$ cat src/rtl/dma_engine_pkg.sv
package dma_engine_pkg;

   typedef enum logic [1:0] {
      BUS_BLOCK = 2'd0,
      BUS_STEAL = 2'd1,
      BUS_SLOT  = 2'd2,
      BUS_RSVD  = 2'd3
   } bus_mode_e;

   localparam int SEL_ADDR = 0;
   localparam int SEL_CNT  = 1;
   localparam int SEL_CTRL = 2;

   localparam int CB_START   = 0;
   localparam int CB_DIR     = 1;
   localparam int CB_WORD    = 2;
   localparam int CB_MODE_LO = 3;
   localparam int CB_IRQEN   = 5;
   localparam int CB_BUSY    = 6;
   localparam int CB_DONE    = 7;

   typedef struct packed {
      logic      irq_en;
      bus_mode_e mode;
      logic      word;
      logic      to_periph;
   } xfer_cfg_t;

endpackage

$ cat src/rtl/dma_regs.sv
module dma_regs
   import dma_engine_pkg::*;
#(
   parameter int ADDR_W = 16,
   parameter int CNT_W  = 16,
   parameter int REG_W  = 16,
   parameter int DATA_W = 16
) (
   input  logic              clk,
   input  logic              rst_n,
   input  logic              reg_we,
   input  logic [1:0]        reg_sel,
   input  logic [REG_W-1:0]  reg_wdata,
   output logic [REG_W-1:0]  reg_rdata,
   input  logic              unit_move,
   output logic [ADDR_W-1:0] cur_addr,
   output xfer_cfg_t         cfg,
   output logic              busy,
   output logic              irq
);

   localparam logic [ADDR_W-1:0] STEP_BYTE = ADDR_W'(1);
   localparam logic [ADDR_W-1:0] STEP_WORD = ADDR_W'(DATA_W / 8);

   logic [ADDR_W-1:0] addr_q;
   logic [CNT_W-1:0]  cnt_q;
   xfer_cfg_t         cfg_q;
   xfer_cfg_t         cfg_wr;
   logic              busy_q, done_q, irq_q;
   logic [ADDR_W-1:0] step;
   logic [REG_W-1:0]  ctrl_view;

   wire host_wr  = reg_we && !busy_q;
   wire start_wr = host_wr && (reg_sel == 2'(SEL_CTRL)) && reg_wdata[CB_START];

   always_comb begin
      cfg_wr.to_periph = reg_wdata[CB_DIR];
      cfg_wr.word      = reg_wdata[CB_WORD];
      cfg_wr.mode      = bus_mode_e'(reg_wdata[CB_MODE_LO +: 2]);
      cfg_wr.irq_en    = reg_wdata[CB_IRQEN];
   end

   assign step = cfg_q.word ? STEP_WORD : STEP_BYTE;

   always_ff @(posedge clk or negedge rst_n) begin
      if (!rst_n) begin
         addr_q <= '0;
         cnt_q  <= '0;
         cfg_q  <= '0;
         busy_q <= 1'b0;
         done_q <= 1'b0;
         irq_q  <= 1'b0;
      end else begin
         irq_q <= 1'b0;
         if (host_wr) begin
            unique case (reg_sel)
               2'(SEL_ADDR): addr_q <= reg_wdata[ADDR_W-1:0];
               2'(SEL_CNT):  cnt_q  <= reg_wdata[CNT_W-1:0];
               2'(SEL_CTRL): cfg_q  <= cfg_wr;
               default: ;
            endcase
            if (start_wr) begin
               busy_q <= 1'b1;
               done_q <= 1'b0;
            end
         end else if (unit_move) begin
            addr_q <= addr_q + step;
            cnt_q  <= cnt_q - CNT_W'(1);
            if (cnt_q == '0) begin
               busy_q <= 1'b0;
               done_q <= 1'b1;
               irq_q  <= cfg_q.irq_en;
            end
         end
      end
   end

   always_comb begin
      ctrl_view               = '0;
      ctrl_view[CB_DIR]       = cfg_q.to_periph;
      ctrl_view[CB_WORD]      = cfg_q.word;
      ctrl_view[CB_MODE_LO +: 2] = cfg_q.mode;
      ctrl_view[CB_IRQEN]     = cfg_q.irq_en;
      ctrl_view[CB_BUSY]      = busy_q;
      ctrl_view[CB_DONE]      = done_q;
      unique case (reg_sel)
         2'(SEL_ADDR): reg_rdata = REG_W'(addr_q);
         2'(SEL_CNT):  reg_rdata = REG_W'(cnt_q);
         2'(SEL_CTRL): reg_rdata = ctrl_view;
         default:      reg_rdata = '0;
      endcase
   end

   assign cur_addr = addr_q;
   assign cfg      = cfg_q;
   assign busy     = busy_q;
   assign irq      = irq_q;

   AST_ADDR_STEP: assert property (@(posedge clk) disable iff (!rst_n)
      unit_move |=> (addr_q == $past(addr_q) + $past(step)));
   AST_CFG_FROZEN: assert property (@(posedge clk) disable iff (!rst_n)
      (busy_q && $past(busy_q)) |-> $stable(cfg_q));
   AST_CNT_HOLD: assert property (@(posedge clk) disable iff (!rst_n)
      (busy_q && !unit_move) |=> $stable(cnt_q));
   AST_IRQ_SINGLE: assert property (@(posedge clk) disable iff (!rst_n)
      irq_q |=> !irq_q);
   AST_DONE_STICKY: assert property (@(posedge clk) disable iff (!rst_n)
      (done_q && !start_wr) |=> done_q);

endmodule

$ cat src/rtl/dma_bus_ctl.sv
module dma_bus_ctl
   import dma_engine_pkg::*;
(
   input  logic      clk,
   input  logic      rst_n,
   input  logic      busy,
   input  bus_mode_e mode,
   input  logic      bus_grant,
   input  logic      bus_idle,
   input  logic      dreq,
   output logic      bus_req,
   output logic      own,
   output logic      unit_move
);

   logic gap_q;
   logic slot_ok;

   wire stealing = (mode == BUS_STEAL);

   always_comb begin
      unique case (mode)
         BUS_SLOT: slot_ok = bus_idle;
         default:  slot_ok = 1'b1;
      endcase
   end

   assign bus_req   = busy && !(stealing && gap_q);
   assign own       = bus_req && bus_grant;
   assign unit_move = own && dreq && slot_ok;

   always_ff @(posedge clk or negedge rst_n) begin
      if (!rst_n) gap_q <= 1'b0;
      else        gap_q <= unit_move && stealing;
   end

   AST_STEAL_RELEASE: assert property (@(posedge clk) disable iff (!rst_n)
      (unit_move && stealing) |=> !bus_req);
   AST_STEAL_REREQ: assert property (@(posedge clk) disable iff (!rst_n)
      (gap_q && busy) |=> bus_req);
   AST_BLOCK_HOLD: assert property (@(posedge clk) disable iff (!rst_n)
      (bus_req && !stealing) |=> (bus_req || !busy));
   AST_SLOT_ONLY: assert property (@(posedge clk) disable iff (!rst_n)
      (unit_move && mode == BUS_SLOT) |-> bus_idle);
   AST_MOVE_PACED: assert property (@(posedge clk) disable iff (!rst_n)
      unit_move |-> (dreq && bus_grant));

endmodule

$ cat src/rtl/dma_datapath.sv
module dma_datapath #(
   parameter int DATA_W = 16
) (
   input  logic              word,
   input  logic              to_periph,
   input  logic              move,
   input  logic [DATA_W-1:0] mem_rdata,
   input  logic [DATA_W-1:0] per_rdata,
   output logic [DATA_W-1:0] mem_wdata,
   output logic [DATA_W-1:0] per_wdata
);

   localparam int LANES = DATA_W / 8;

   for (genvar ln = 0; ln < LANES; ln++) begin : g_lane
      logic lane_on;
      if (ln == 0) begin : g_low
         assign lane_on = 1'b1;
      end else begin : g_high
         assign lane_on = word;
      end
      assign mem_wdata[ln*8 +: 8] = (move && !to_periph && lane_on) ? per_rdata[ln*8 +: 8] : 8'h00;
      assign per_wdata[ln*8 +: 8] = (move &&  to_periph && lane_on) ? mem_rdata[ln*8 +: 8] : 8'h00;
   end

endmodule

$ cat src/rtl/dma_engine.sv
module dma_engine
   import dma_engine_pkg::*;
#(
   parameter int ADDR_W = 16,
   parameter int CNT_W  = 16,
   parameter int DATA_W = 16,
   parameter int REG_W  = 16
) (
   input  logic              clk,
   input  logic              rst_n,
   input  logic              reg_we,
   input  logic [1:0]        reg_sel,
   input  logic [REG_W-1:0]  reg_wdata,
   output logic [REG_W-1:0]  reg_rdata,
   output logic              bus_req,
   input  logic              bus_grant,
   input  logic              bus_idle,
   output logic [ADDR_W-1:0] mem_addr,
   output logic              mem_rd,
   output logic              mem_wr,
   output logic              mem_word,
   output logic [DATA_W-1:0] mem_wdata,
   input  logic [DATA_W-1:0] mem_rdata,
   input  logic              dreq,
   output logic              dack,
   input  logic [DATA_W-1:0] per_rdata,
   output logic [DATA_W-1:0] per_wdata,
   output logic              irq
);

   if (DATA_W < 16 || (DATA_W % 8) != 0) begin : g_bad_data_w
      $error("dma_engine: DATA_W must be a multiple of 8 and at least 16");
   end
   if (ADDR_W > REG_W || CNT_W > REG_W) begin : g_bad_reg_w
      $error("dma_engine: address and count must fit in REG_W");
   end
   if (REG_W < 8) begin : g_bad_ctrl_w
      $error("dma_engine: REG_W too narrow for the control word");
   end

   logic [ADDR_W-1:0] cur_addr;
   xfer_cfg_t         cfg;
   logic              busy, own, unit_move;

   dma_regs #(
      .ADDR_W (ADDR_W),
      .CNT_W  (CNT_W),
      .REG_W  (REG_W),
      .DATA_W (DATA_W)
   ) u_regs (
      .clk       (clk),
      .rst_n     (rst_n),
      .reg_we    (reg_we),
      .reg_sel   (reg_sel),
      .reg_wdata (reg_wdata),
      .reg_rdata (reg_rdata),
      .unit_move (unit_move),
      .cur_addr  (cur_addr),
      .cfg       (cfg),
      .busy      (busy),
      .irq       (irq)
   );

   dma_bus_ctl u_bus (
      .clk       (clk),
      .rst_n     (rst_n),
      .busy      (busy),
      .mode      (cfg.mode),
      .bus_grant (bus_grant),
      .bus_idle  (bus_idle),
      .dreq      (dreq),
      .bus_req   (bus_req),
      .own       (own),
      .unit_move (unit_move)
   );

   dma_datapath #(
      .DATA_W (DATA_W)
   ) u_data (
      .word      (cfg.word),
      .to_periph (cfg.to_periph),
      .move      (unit_move),
      .mem_rdata (mem_rdata),
      .per_rdata (per_rdata),
      .mem_wdata (mem_wdata),
      .per_wdata (per_wdata)
   );

   assign mem_addr = own ? cur_addr : '0;
   assign mem_word = own && cfg.word;
   assign mem_rd   = unit_move &&  cfg.to_periph;
   assign mem_wr   = unit_move && !cfg.to_periph;
   assign dack     = unit_move;

   AST_NO_BUS_UNGRANTED: assert property (@(posedge clk) disable iff (!rst_n)
      (mem_rd || mem_wr || dack || mem_addr != '0) |-> bus_grant);
   AST_ONE_STROBE: assert property (@(posedge clk) disable iff (!rst_n)
      $onehot0({mem_rd, mem_wr}));
   AST_DACK_WITH_STROBE: assert property (@(posedge clk) disable iff (!rst_n)
      dack == (mem_rd || mem_wr));
   AST_IDLE_QUIET: assert property (@(posedge clk) disable iff (!rst_n)
      !busy |-> !(bus_req || mem_rd || mem_wr));

endmodule

$ cat config.mk
export PLATFORM = sky130hd
export DESIGN_NAME = dma_engine
export DESIGN_NICKNAME = d
export VERILOG_FILES = /design/src/rtl/dma_engine_pkg.sv /design/src/rtl/dma_regs.sv /design/src/rtl/dma_bus_ctl.sv /design/src/rtl/dma_datapath.sv /design/src/rtl/dma_engine.sv
export SDC_FILE = /design/constraint.sdc
export NUM_CORES = 1
export LEC_CHECK = 0
export CORE_MARGIN = 4
export CORE_UTILIZATION = 40
export CTS_BUF_LIST = sky130_fd_sc_hd__clkbuf_4 sky130_fd_sc_hd__clkbuf_8
export DETAILED_ROUTE_END_ITERATION = 8
export GPL_TIMING_DRIVEN = 0
export PLACE_DENSITY = 0.8
export SLEW_MARGIN = 20
export SYNTH_ARGS = -nofsm -noshare
export SYNTH_HDL_FRONTEND = slang
export SYNTH_SLANG_ARGS = --single-unit
$ cat constraint.sdc
create_clock -name clk -period 1.96 [get_ports clk]
set_input_delay 0.196 -clock clk [delete_from_list [all_inputs] [get_ports clk]]
set_output_delay 0.196 -clock clk [all_outputs]
set_load 0.05 [all_outputs]
After elaboration in Yosys (flattened, before gate mapping)
Index checks and enable logic that the tools add are counted.
{"block": "op_classes", "mux": 25, "n_reduce_logical": 25, "addsub": 2, "eq_ne": 7}
{"cell": "$mux 16", "n": 7}
{"cell": "$pmux 16 s3", "n": 1}
{"cell": "$mux 8", "n": 4}
{"cell": "$add 16x16->16", "n": 1}
{"cell": "$logic_not 16->1", "n": 1}
{"cell": "$sub 16x1->16 const B", "n": 1}
{"cell": "$logic_and 1x1->1", "n": 14}
{"cell": "$mux 1", "n": 12}
{"cell": "$ne 2x2->1 const B", "n": 3}
{"cell": "$reduce_and 2->1", "n": 3}
{"cell": "$eq 2x1->1 const B", "n": 2}
{"cell": "$eq 2x2->1 const B", "n": 2}
{"cell": "$reduce_bool 2->1", "n": 2}
{"cell": "$logic_not 1->1", "n": 3}
{"cell": "$reduce_and 3->1", "n": 1}
{"cell": "$logic_not 2->1", "n": 1}
{"cell": "$mux 2", "n": 1}
{"block": "word_totals", "wordCells": 69, "register_bits": 41, "input_bits": 56, "output_inout_bits": 70}

Depth between registers and ports, before layout
Gate-level depths: netlist of the first run.
{"block": "depth", "ltp_word": 10, "ltp_mapped": 9, "depth_no_buf": 8}

By module
Synthesis of the first run repeated with hierarchy kept, for this count alone.
{"block": "hier_totals", "hier_cells": 383, "hier_area_um2": 3216.8}
{"mod": "dma_regs", "cells_each": 315, "area_each_um2": 2685.1, "instances": 1}
{"mod": "dma_datapath", "cells_each": 39, "area_each_um2": 305.3, "instances": 1}
{"mod": "dma_engine", "cells_each": 20, "area_each_um2": 146.4, "instances": 1}
{"mod": "dma_bus_ctl", "cells_each": 9, "area_each_um2": 80.1, "instances": 1}

Least setup slack after synthesis of the first run
Ideal clock, no wire load.
{"block": "synth_timing", "path_kind": "reg-to-reg", "start": "register u_regs.cfg_q, in the netlist u_regs.cfg[1]", "end": "register u_regs.addr_q[6], in the netlist u_regs.cur_addr[6]", "slack_ns": -0.156, "arrival_ns": 1.990, "synth_period_minus_slack_ns": 2.116, "stages_incl_launch_ff": 10, "path_cell_list": "dfrtp_1 inv_1 ha_1 inv_1 fa_1 and3b_1 clkbuf_1 nand3_1 o21ai_0 o2bb2a_1"}
{"block": "synth_via", "elab_chain_len": 4}
{"item": "start, declared", "line_no": "dma_regs.sv:27", "source": "xfer_cfg_t cfg_q;"}
{"item": "start signal, assigned", "line_no": "dma_regs.sv:59", "source": "2'(SEL_CTRL): cfg_q <= cfg_wr;"}
{"item": "$mux 2", "line_no": "dma_regs.sv:43", "source": "assign step = cfg_q.word ? STEP_WORD : STEP_BYTE;"}
{"item": "$add 16x16->16", "line_no": "dma_regs.sv:67", "source": "addr_q <= addr_q + step;"}
{"item": "$mux 16", "line_no": "dma_regs.sv:66", "source": "end else if (unit_move) begin"}
{"item": "$mux 16", "line_no": "dma_regs.sv:55", "source": "if (host_wr) begin"}
{"item": "end signal, assigned", "line_no": "dma_regs.sv:57", "source": "2'(SEL_ADDR): addr_q <= reg_wdata[ADDR_W-1:0];"}
{"item": "end signal, assigned", "line_no": "dma_regs.sv:67"}
{"item": "end, declared", "line_no": "dma_regs.sv:25", "source": "logic [ADDR_W-1:0] addr_q;"}
No other way between the ends. The select of a mux whose other input is x is not followed.
A chain may end at the register's enable or synchronous reset.

Worst setup path in the final report of the first run
{"block": "layout_timing", "start": "register u_regs.cfg_q, in the netlist u_regs.cfg[3]", "end": "output port mem_wdata[14]"}
{"block": "layout_via", "elab_chain_len": 10}
{"item": "$eq 2x1->1", "line_no": "dma_bus_ctl.sv:19", "source": "wire stealing = (mode == BUS_STEAL);"}
{"item": "$logic_and 1x1->1", "line_no": "dma_bus_ctl.sv:28", "source": "assign bus_req = busy && !(stealing && gap_q);"}
{"item": "$logic_not 1->1", "line_no": "dma_bus_ctl.sv:28"}
{"item": "$logic_and 1x1->1", "line_no": "dma_bus_ctl.sv:28"}
{"item": "$logic_and 1x1->1", "line_no": "dma_bus_ctl.sv:29", "source": "assign own = bus_req && bus_grant;"}
{"item": "$logic_and 1x1->1", "line_no": "dma_bus_ctl.sv:30", "source": "assign unit_move = own && dreq && slot_ok;"}
{"item": "$logic_and 1x1->1 (*)", "line_no": "dma_bus_ctl.sv:30"}
{"item": "$logic_and 1x1->1 (*) (2 in a row)", "line_no": "dma_datapath.sv:22", "source": "assign mem_wdata[ln*8 +: 8] = (move && !to_periph && lane_on) ? per_rdata[ln*8 +: 8] : 8'h00;"}
{"item": "$mux 8 (*)", "line_no": "dma_datapath.sv:22"}
{"item": "end, declared", "line_no": "dma_engine.sv:22", "source": "output logic [DATA_W-1:0] mem_wdata,"}
Mark *: on every way between the ends. The rest lies on a longest branch, timed or not.

==> results of run 1 <==
[sequential cells by signal (all words and copies together) (netlist names)]
register         cells
u_regs.busy          1
u_regs.irq           1
u_regs.cfg           5
u_bus.gap_q          1
u_regs.cur_addr     16
u_regs.done_q        1
u_regs.cnt_q        16
[metal layers]
metal | vias to the layer above | wire [µm]
met1 | 1979 | 5711
met4 | 0 | 693
li1 | 1820 | -
met5 | - | 0
met3 | 58 | 1367
met2 | 313 | 7319
[synth_stat cells, drive strengths merged, types with 2 or more instances]
master / n
and3: 43
dfrtp: 41
nor2: 31
nand2: 25
a21oi: 20
buf: 19
clkbuf: 17
nor3: 17
mux2i: 16
and2: 14
o21ai: 14
a31oi: 12
inv: 11
o22a: 10
o22ai: 10
nand3: 9
nor4: 9
nand4: 8
a211oi: 7
a22oi: 6
mux2: 6
a41oi: 4
nand3b: 4
o2bb2ai: 4
a21o: 3
a2bb2oi: 3
ha: 3
a22o: 2
and3b: 2
nor2b: 2
nor3b: 2
o211ai: 2
o221ai: 2
o2bb2a: 2
or2: 2
[layout make-up]
cell class | instances | area [µm²] | share of cell area [%]
sequential | 41 | 1033 | 18.66
tap | 105 | 131.4 | 2.372
clock buffer | 5 | 68.82 | 1.242
timing repair buffer | 155 | 1558 | 28.12
buffer | 34 | 202.7 | 3.659
inverter | 11 | 48.80 | 0.8810
multi-input combinational | 310 | 2450 | 44.23
clock inverter | 3 | 46.29 | 0.8358
[how the worst min path moves through the flow]
stage	end	slack, ns	cells after the start
final	u_regs.busy	0.32	2
after global routing	u_regs.busy	0.35	2
after CTS	u_regs.busy	0.33	2
after detailed placement	u_regs.cnt_q[9]	0.12	1
after global placement	u_regs.irq	0.51	1
after floorplan	u_bus.gap_q	-0.1	0
[report_power, final]
part | internal [µW] | switching, µW
sequential | 1030 | 265
combinational | 859 | 1260
clock | 382 | 352
total | 2270 | 1880
[kinds of logic after synthesis]
logic type               Yosys count  synth area share [%]
AO/OA/AOI/OAI                    109                 22.75
adder cells (fa/ha/maj)            4                 1.724
multiplexers                      22                 6.821
AND/OR/NAND/NOR                  173                 31.15
buffers and inverters             47                 6.822
flip-flops                        41                 30.73
[timing repair]
action	CTS	global route
gates cloned	4	0
gates resized for setup	411	68
hold endpoints to repair	11	0
pin swaps	34	12
buffers inserted	20	9
hold buffers	1	0
endpoints found under the setup margin	82	75
[metrics by stage]
| step | cell area [µm²] | hold slack, ns |
|---|---|---|
| after floorplan | 3361 | -0.09959 |
| after global placement | 4723 | 0.5059 |
| after detailed placement | 4738 | 0.1157 |
| after CTS | 5284 | 0.3264 |
| after global routing | 5539 | 0.3525 |
| final | 5539 | 0.3243 |
==> metrics.md, run 1 <==
| Metric | Value |
|---|---|
| Status | `complete, but fails checks` |
| Failing checks | `setup timing` |
| Synth top area cells | `dfrtp_1, and3_1, mux2i_1` |
| EDFF count, synth | `0` |
| CTS tree | `yes` |
| Worst-path maximum fanout | `5` |
| Wire per inst | `22.73 µm` |
| RSZ-0062 raised after global routing | `yes` |
| Commonest non-fill, non-tap cell in the layout | `clkdlybuf4s50_1` |
| Via count | `4170` |
| Post-Syn Area | `0.003338 mm²` |
| Worst-path clk slew | `0.09 ns` |
| Crit-path cells | `or3b_4, nand4_4, nor2_4, buf_6, and3_4, buf_8` |
| Share of cells above drive strength 1 | `38.46%` |
| First-pass detailed-route iteration total | `7` |
| Crit path max-delay family | `simple AND/OR/NAND/NOR gates` |
| Final period utilization | `105.5%` |
| Diodes inserted | `0` |
| GRT met3 Usage | `5.189%` |
| Syn_area_per_cell | `8.430 µm²` |
| Relative slew slack | `57.29%` |
| Final std cells w/o fill | `664` |
| Worst path slowest cell | `dfrtp_1` |
| Overall die area | `0.009871 mm²` |
| Depth of the most critical reg-to-reg path | `10` |
| Actual slew at the worst max-slew pin | `0.6406 ns` |
| Die Y | `99.36 µm` |
| Buf/Inv on CP | `2` |
| Final hold violation count | `0` |
| Core ar. | `0.008175 mm²` |
| Hpwl dp | `10400 µm` |
| Routed vias/inst | `6.280` |
| Final setup fails | `33` |
| Total Wirelength | `15090 µm` |
| Die X | `99.36 µm` |
| Synth top area share | `30.73%` |
| Commonest cells after routing, fill and taps aside | `clkdlybuf4s50_1, dfrtp_1, buf_8, buf_4, nor2_1` |
| Worst EP required | `1.76 ns` |
| Util after Layout | `67.75%` |
| Setup Total Neg Slack | `-1.927 ns` |
| GRT met1 Usage | `35.35%` |
| Root buf cell | `clkbuf_8` |
| Clk sinks | `41` |
| TritonCTS Buffers | `5` |
| Reg2reg setup slack | `-0.09 ns` |
| Placed Cells | `625` |
| Pwr per Cell Area | `748.2 mW/mm²` |
| #FFs+latches synth | `41` |
| Asr flop ratio synth | `100.0%` |
| Gr busiest metal | `met2` |
| Setup crit end | `mem_wdata[14]` |
| CP Capture Type | `primary output` |
| Minimum clock period | `2.068 ns` |
| Setup ws final | `-0.1076 ns` |
| Layout Nets | `618` |
| Startpoint Class | `flip-flop` |
| Input/output buffers | `123` |
| Seq/Total Area, Yosys | `30.73%` |
| Total power draw | `4144 µW` |
| Dominant cell type by area after synthesis | `dfrtp_1` |
| Initial antenna violation count | `0` |
| Fmax | `483.7 MHz` |
| Worst Setup Path Type | `flip-flop to primary output` |
| Gr usage total | `28.95%` |
| Row count | `33` |
| H-tree level count | `2` |
| DR DRC count | `0` |
| # fillers | `637` |
| Clock Tree Buf Depth | `2` |
| First-pass GRT wire length | `22810 µm` |
| Worst hold path class | `input pin to asynchronous set/reset pin` |
| Worst Setup Slack post-DPL | `-0.9201 ns` |
| Crit path from | `u_regs.cfg[3]` |
| Max Cap Viol | `0` |
| Final ANT Viol Nets | `0` |
| GR Util met2 | `50.31%` |
| Synth Net Count | `456` |
| Initial DRC count | `427` |
| Critical Path AT | `1.87 ns` |
| Ports | `126` |
| Initial Util | `40.83%` |
| Reg-to-reg critical path startpoint | `u_regs.cfg[1]` |
| Post-Synthesis Cells | `396` |
| Top FF cell, synth | `dfrtp_1` |
| Placer congestion estimate | `0.9406` |
| Area delta synth->final | `65.93%` |
| Final Slew Violations | `0` |
| Leakage | `0.002390 µW` |
| Peak VDD IR | `0.3884 mV` |
| Pin count of the biggest net entering global routing | `31` |
| Gr ovfl total | `0` |
| Vias in the first global route | `4153` |
| Clock latency on the worst-skew pair | `0.30 ns` |
| Worst r2r dst | `u_regs.cur_addr[6]` |
| Yosys warns | `0` |
| Critical path depth | `6` |
| Yosys cell types | `66` |
| Worst Skew | `0.007378 ns` |
| Slowest stage delay, CP | `0.41 ns` |
Note: power is estimated with default switching activity, not from simulation.
==> inputs of run 2 (changes only) <==
--- a/config.mk
+++ b/config.mk
@@ -15,3 +15,4 @@
 export SYNTH_ARGS = -nofsm -noshare
 export SYNTH_HDL_FRONTEND = slang
 export SYNTH_SLANG_ARGS = --single-unit
+export TNS_END_PERCENT = 5
==> run 2 against run 1 <==
The flow still finishes with violations (setup timing). Global-route usage down 1.6 points. Utilization down 4.0 points. Register-to-register slack worse by 0.09 ns. Cell area down 5.9%. Critical endpoint is now u_regs.cur_addr[14].
==> metrics.md, run 2 (same netlist as run 1, synthesis figures left out) <==
| Metric | Value |
|---|---|
| Core ar. | `0.008175 mm² (unchanged)` |
| Post-route cell area | `0.005214 mm² (-5.9%)` |
| Relative slew slack | `53.15% (-4.1 points)` |
| Clock latency on the worst-skew pair | `0.31 ns (about the same)` |
| Fmax | `466.8 MHz (-3.5%)` |
| Critical Path AT | `2.36 ns (+0.49 ns)` |
| Peak VDD IR | `0.3012 mV (-22%)` |
| Initial Util | `40.83% (unchanged)` |
| First-pass detailed-route iteration total | `4 (-3)` |
| H-tree level count | `2 (unchanged)` |
| Die X | `99.36 µm (unchanged)` |
| Max Cap Viol | `0 (unchanged)` |
| Cell Area, Placed | `0.004717 mm² (-0.45%)` |
| Die Y | `99.36 µm (unchanged)` |
| Setup ws final | `-0.1823 ns (-0.07466 ns)` |
| Wire per inst | `21.32 µm (-6.2%)` |
| Vias in the first global route | `3915 (-5.7%)` |
| Final setup fails | `36 (+9.1%)` |
| Clk sinks | `41 (unchanged)` |
| Final std cells w/o fill | `650 (-2.1%)` |
| RSZ-0062 raised after global routing | `yes` |
| Row count | `33 (unchanged)` |
| Gr ovfl total | `0 (unchanged)` |
| CP Capture Type | `flip-flop` |
| Reg2reg setup slack | `-0.18 ns (-0.09 ns)` |
| Placer congestion estimate | `0.9268 (-1.5%)` |
| Input/output buffers | `123 (unchanged)` |
| Overall die area | `0.009871 mm² (unchanged)` |
| Worst-path clk slew | `0.09 ns (about the same)` |
| TritonCTS Buffers | `5 (unchanged)` |
| Worst-path maximum fanout | `4 (-1)` |
| Routed vias/inst | `6.134 (-2.3%)` |
| GRT met1 Usage | `34.08% (-1.3 points)` |
| Slowest stage delay, CP | `0.48 ns (+0.07 ns)` |
| Final ANT Viol Nets | `0 (unchanged)` |
| Diodes inserted | `0 (unchanged)` |
| Pwr per Cell Area | `762.5 mW/mm² (+1.9%)` |
| Hpwl dp | `10250 µm (-1.5%)` |
| Commonest non-fill, non-tap cell in the layout | `clkdlybuf4s50_1` |
| GRT met3 Usage | `5.189% (unchanged)` |
| Crit-path cells | `ha_4, inv_2, fa_2, nand3b_1, nor4_2, o22ai_1, a22oi_1` |
| CTS tree | `yes` |
| Initial antenna violation count | `0 (unchanged)` |
| Initial DRC count | `423 (-0.94%)` |
| Pin count of the biggest net entering global routing | `24 (-23%)` |
| Root buf cell | `clkbuf_8` |
| Minimum clock period | `2.142 ns (+0.07466 ns)` |
| Gr busiest metal | `met2` |
| Final period utilization | `109.3% (+3.8 points)` |
| Share of cells above drive strength 1 | `29.72% (-8.7 points)` |
| Placed Cells | `625 (unchanged)` |
| Ports | `126 (unchanged)` |
| Status | `complete, but fails checks` |
| Worst Skew | `0.006546 ns (-0.0008316 ns)` |
| Gr usage total | `27.31% (-1.6 points)` |
| Commonest cells after routing, fill and taps aside | `clkdlybuf4s50_1, dfrtp_1, and3_1, nor2_1, buf_6` |
| Via count | `3987 (-4.4%)` |
| GR Util met2 | `45.82% (-4.5 points)` |
| # fillers | `686 (+7.7%)` |
| Failing checks | `setup timing` |
| Total Wirelength | `13860 µm (-8.2%)` |
| First-pass GRT wire length | `21240 µm (-6.9%)` |
| Leakage | `0.002276 µW (-4.8%)` |
| Startpoint Class | `flip-flop` |
| Worst hold path class | `input pin to asynchronous set/reset pin` |
| Worst Setup Path Type | `flip-flop to flip-flop` |
| Final hold violation count | `0 (unchanged)` |
| Actual slew at the worst max-slew pin | `0.7028 ns (+0.06218 ns)` |
| Worst path slowest cell | `dfrtp_1` |
| Final Slew Violations | `0 (unchanged)` |
| Worst EP required | `2.17 ns (+0.41 ns)` |
| DR DRC count | `0 (unchanged)` |
| Clock Tree Buf Depth | `2 (unchanged)` |
| Layout Nets | `604 (-2.3%)` |
| Area delta synth->final | `56.18%` |
| Setup Total Neg Slack | `-2.893 ns (-0.9665 ns)` |
## run 2: cell types whose count changed in the layout (fill, tap and decap cells not counted), moves of 9 or more
cell and change:
clkdlybuf4s15_2 +11, buf_8 -19, buf_4 -13, buf_2 -9
and3_1 +12, and3_4 -12, buf_6 +15
## run 2: critical path: cells and delay by family (launching register included)
kind / cells / cell delay [ns]
and+or+nand+nor: 2 / 0.63
AOI/OAI and AO/OA: 2 / 0.35
DFF: 1 / 0.48
adders and majority gates: 2 / 0.55
buffers and inverters: 1 / 0.04
## run 2: worst paths after layout
kind | startpoint | end | cells after the start
setup reg to reg | u_regs.cur_addr[0] | u_regs.cur_addr[14] | 7
max in group asynchronous | rst_n | u_regs.cfg[2] | 3
min in group clk | reg_sel[0] | u_regs.cfg[1] | 4
hold reg to reg | u_regs.cfg[4] | u_regs.irq | 1
hold / removal | rst_n | u_regs.cnt_q[9] | 2
setup / recovery | u_regs.cur_addr[0] | u_regs.cur_addr[14] | 7
## run 2: what timing repair did
| action | 4_1_cts | 5_1_grt |
|---|---|---|
| gates resized for setup | 335 | 54 |
| buffers inserted | 5 | 10 |
| pin swaps | 7 | 14 |
| cloned | 1 | 1 |
| hold buffers | 1 | 0 |
| setup endpoints to repair | 86 | 77 |
| endpoints found under the hold margin | 18 | 0 |
## run 2: power by group
group / switching, µW / internal (µW) / leakage (µW)
Combinational: 1190 / 752 / 0.00171
Clock: 325 / 430 / 0.0000619
Sequential: 255 / 1030 / 0.000500
## run 2: stage by stage
stage / utilization [%] / worst slack (ns) / total power [µW] / hold WS (ns)
floorplan: - / -0.09886 / 2451 / -0.09959
global placement: 57.51 / -0.8795 / 3064 / 0.4980
detailed placement: 57.70 / -0.8978 / 3107 / 0.1659
CTS: 61.40 / -0.1551 / 3850 / 0.3660
global route: 63.77 / -0.2614 / 4178 / 0.3820
finish: 63.77 / -0.1823 / 3975 / 0.3596
## run 2: final cells by class
cell class / count / area [µm²] / share of cell area (%)
clock inverters: 1 / 30.03 / 0.5760
well taps: 105 / 131.4 / 2.520
plain buffers: 35 / 203.9 / 3.912
flip-flops and latches: 41 / 1032 / 19.80
repair buffers: 141 / 1433 / 27.48
inverters: 11 / 51.30 / 0.9839
clock buffers: 7 / 90.09 / 1.728
multi-input cells: 309 / 2242 / 43.00
## run 2: routing by layer
metal	share of wire (%)	vias to the layer above
li1	-	1792
met1	40	1899
met2	47	252
met3	8.5	44
met4	4.1	0
met5	0	-
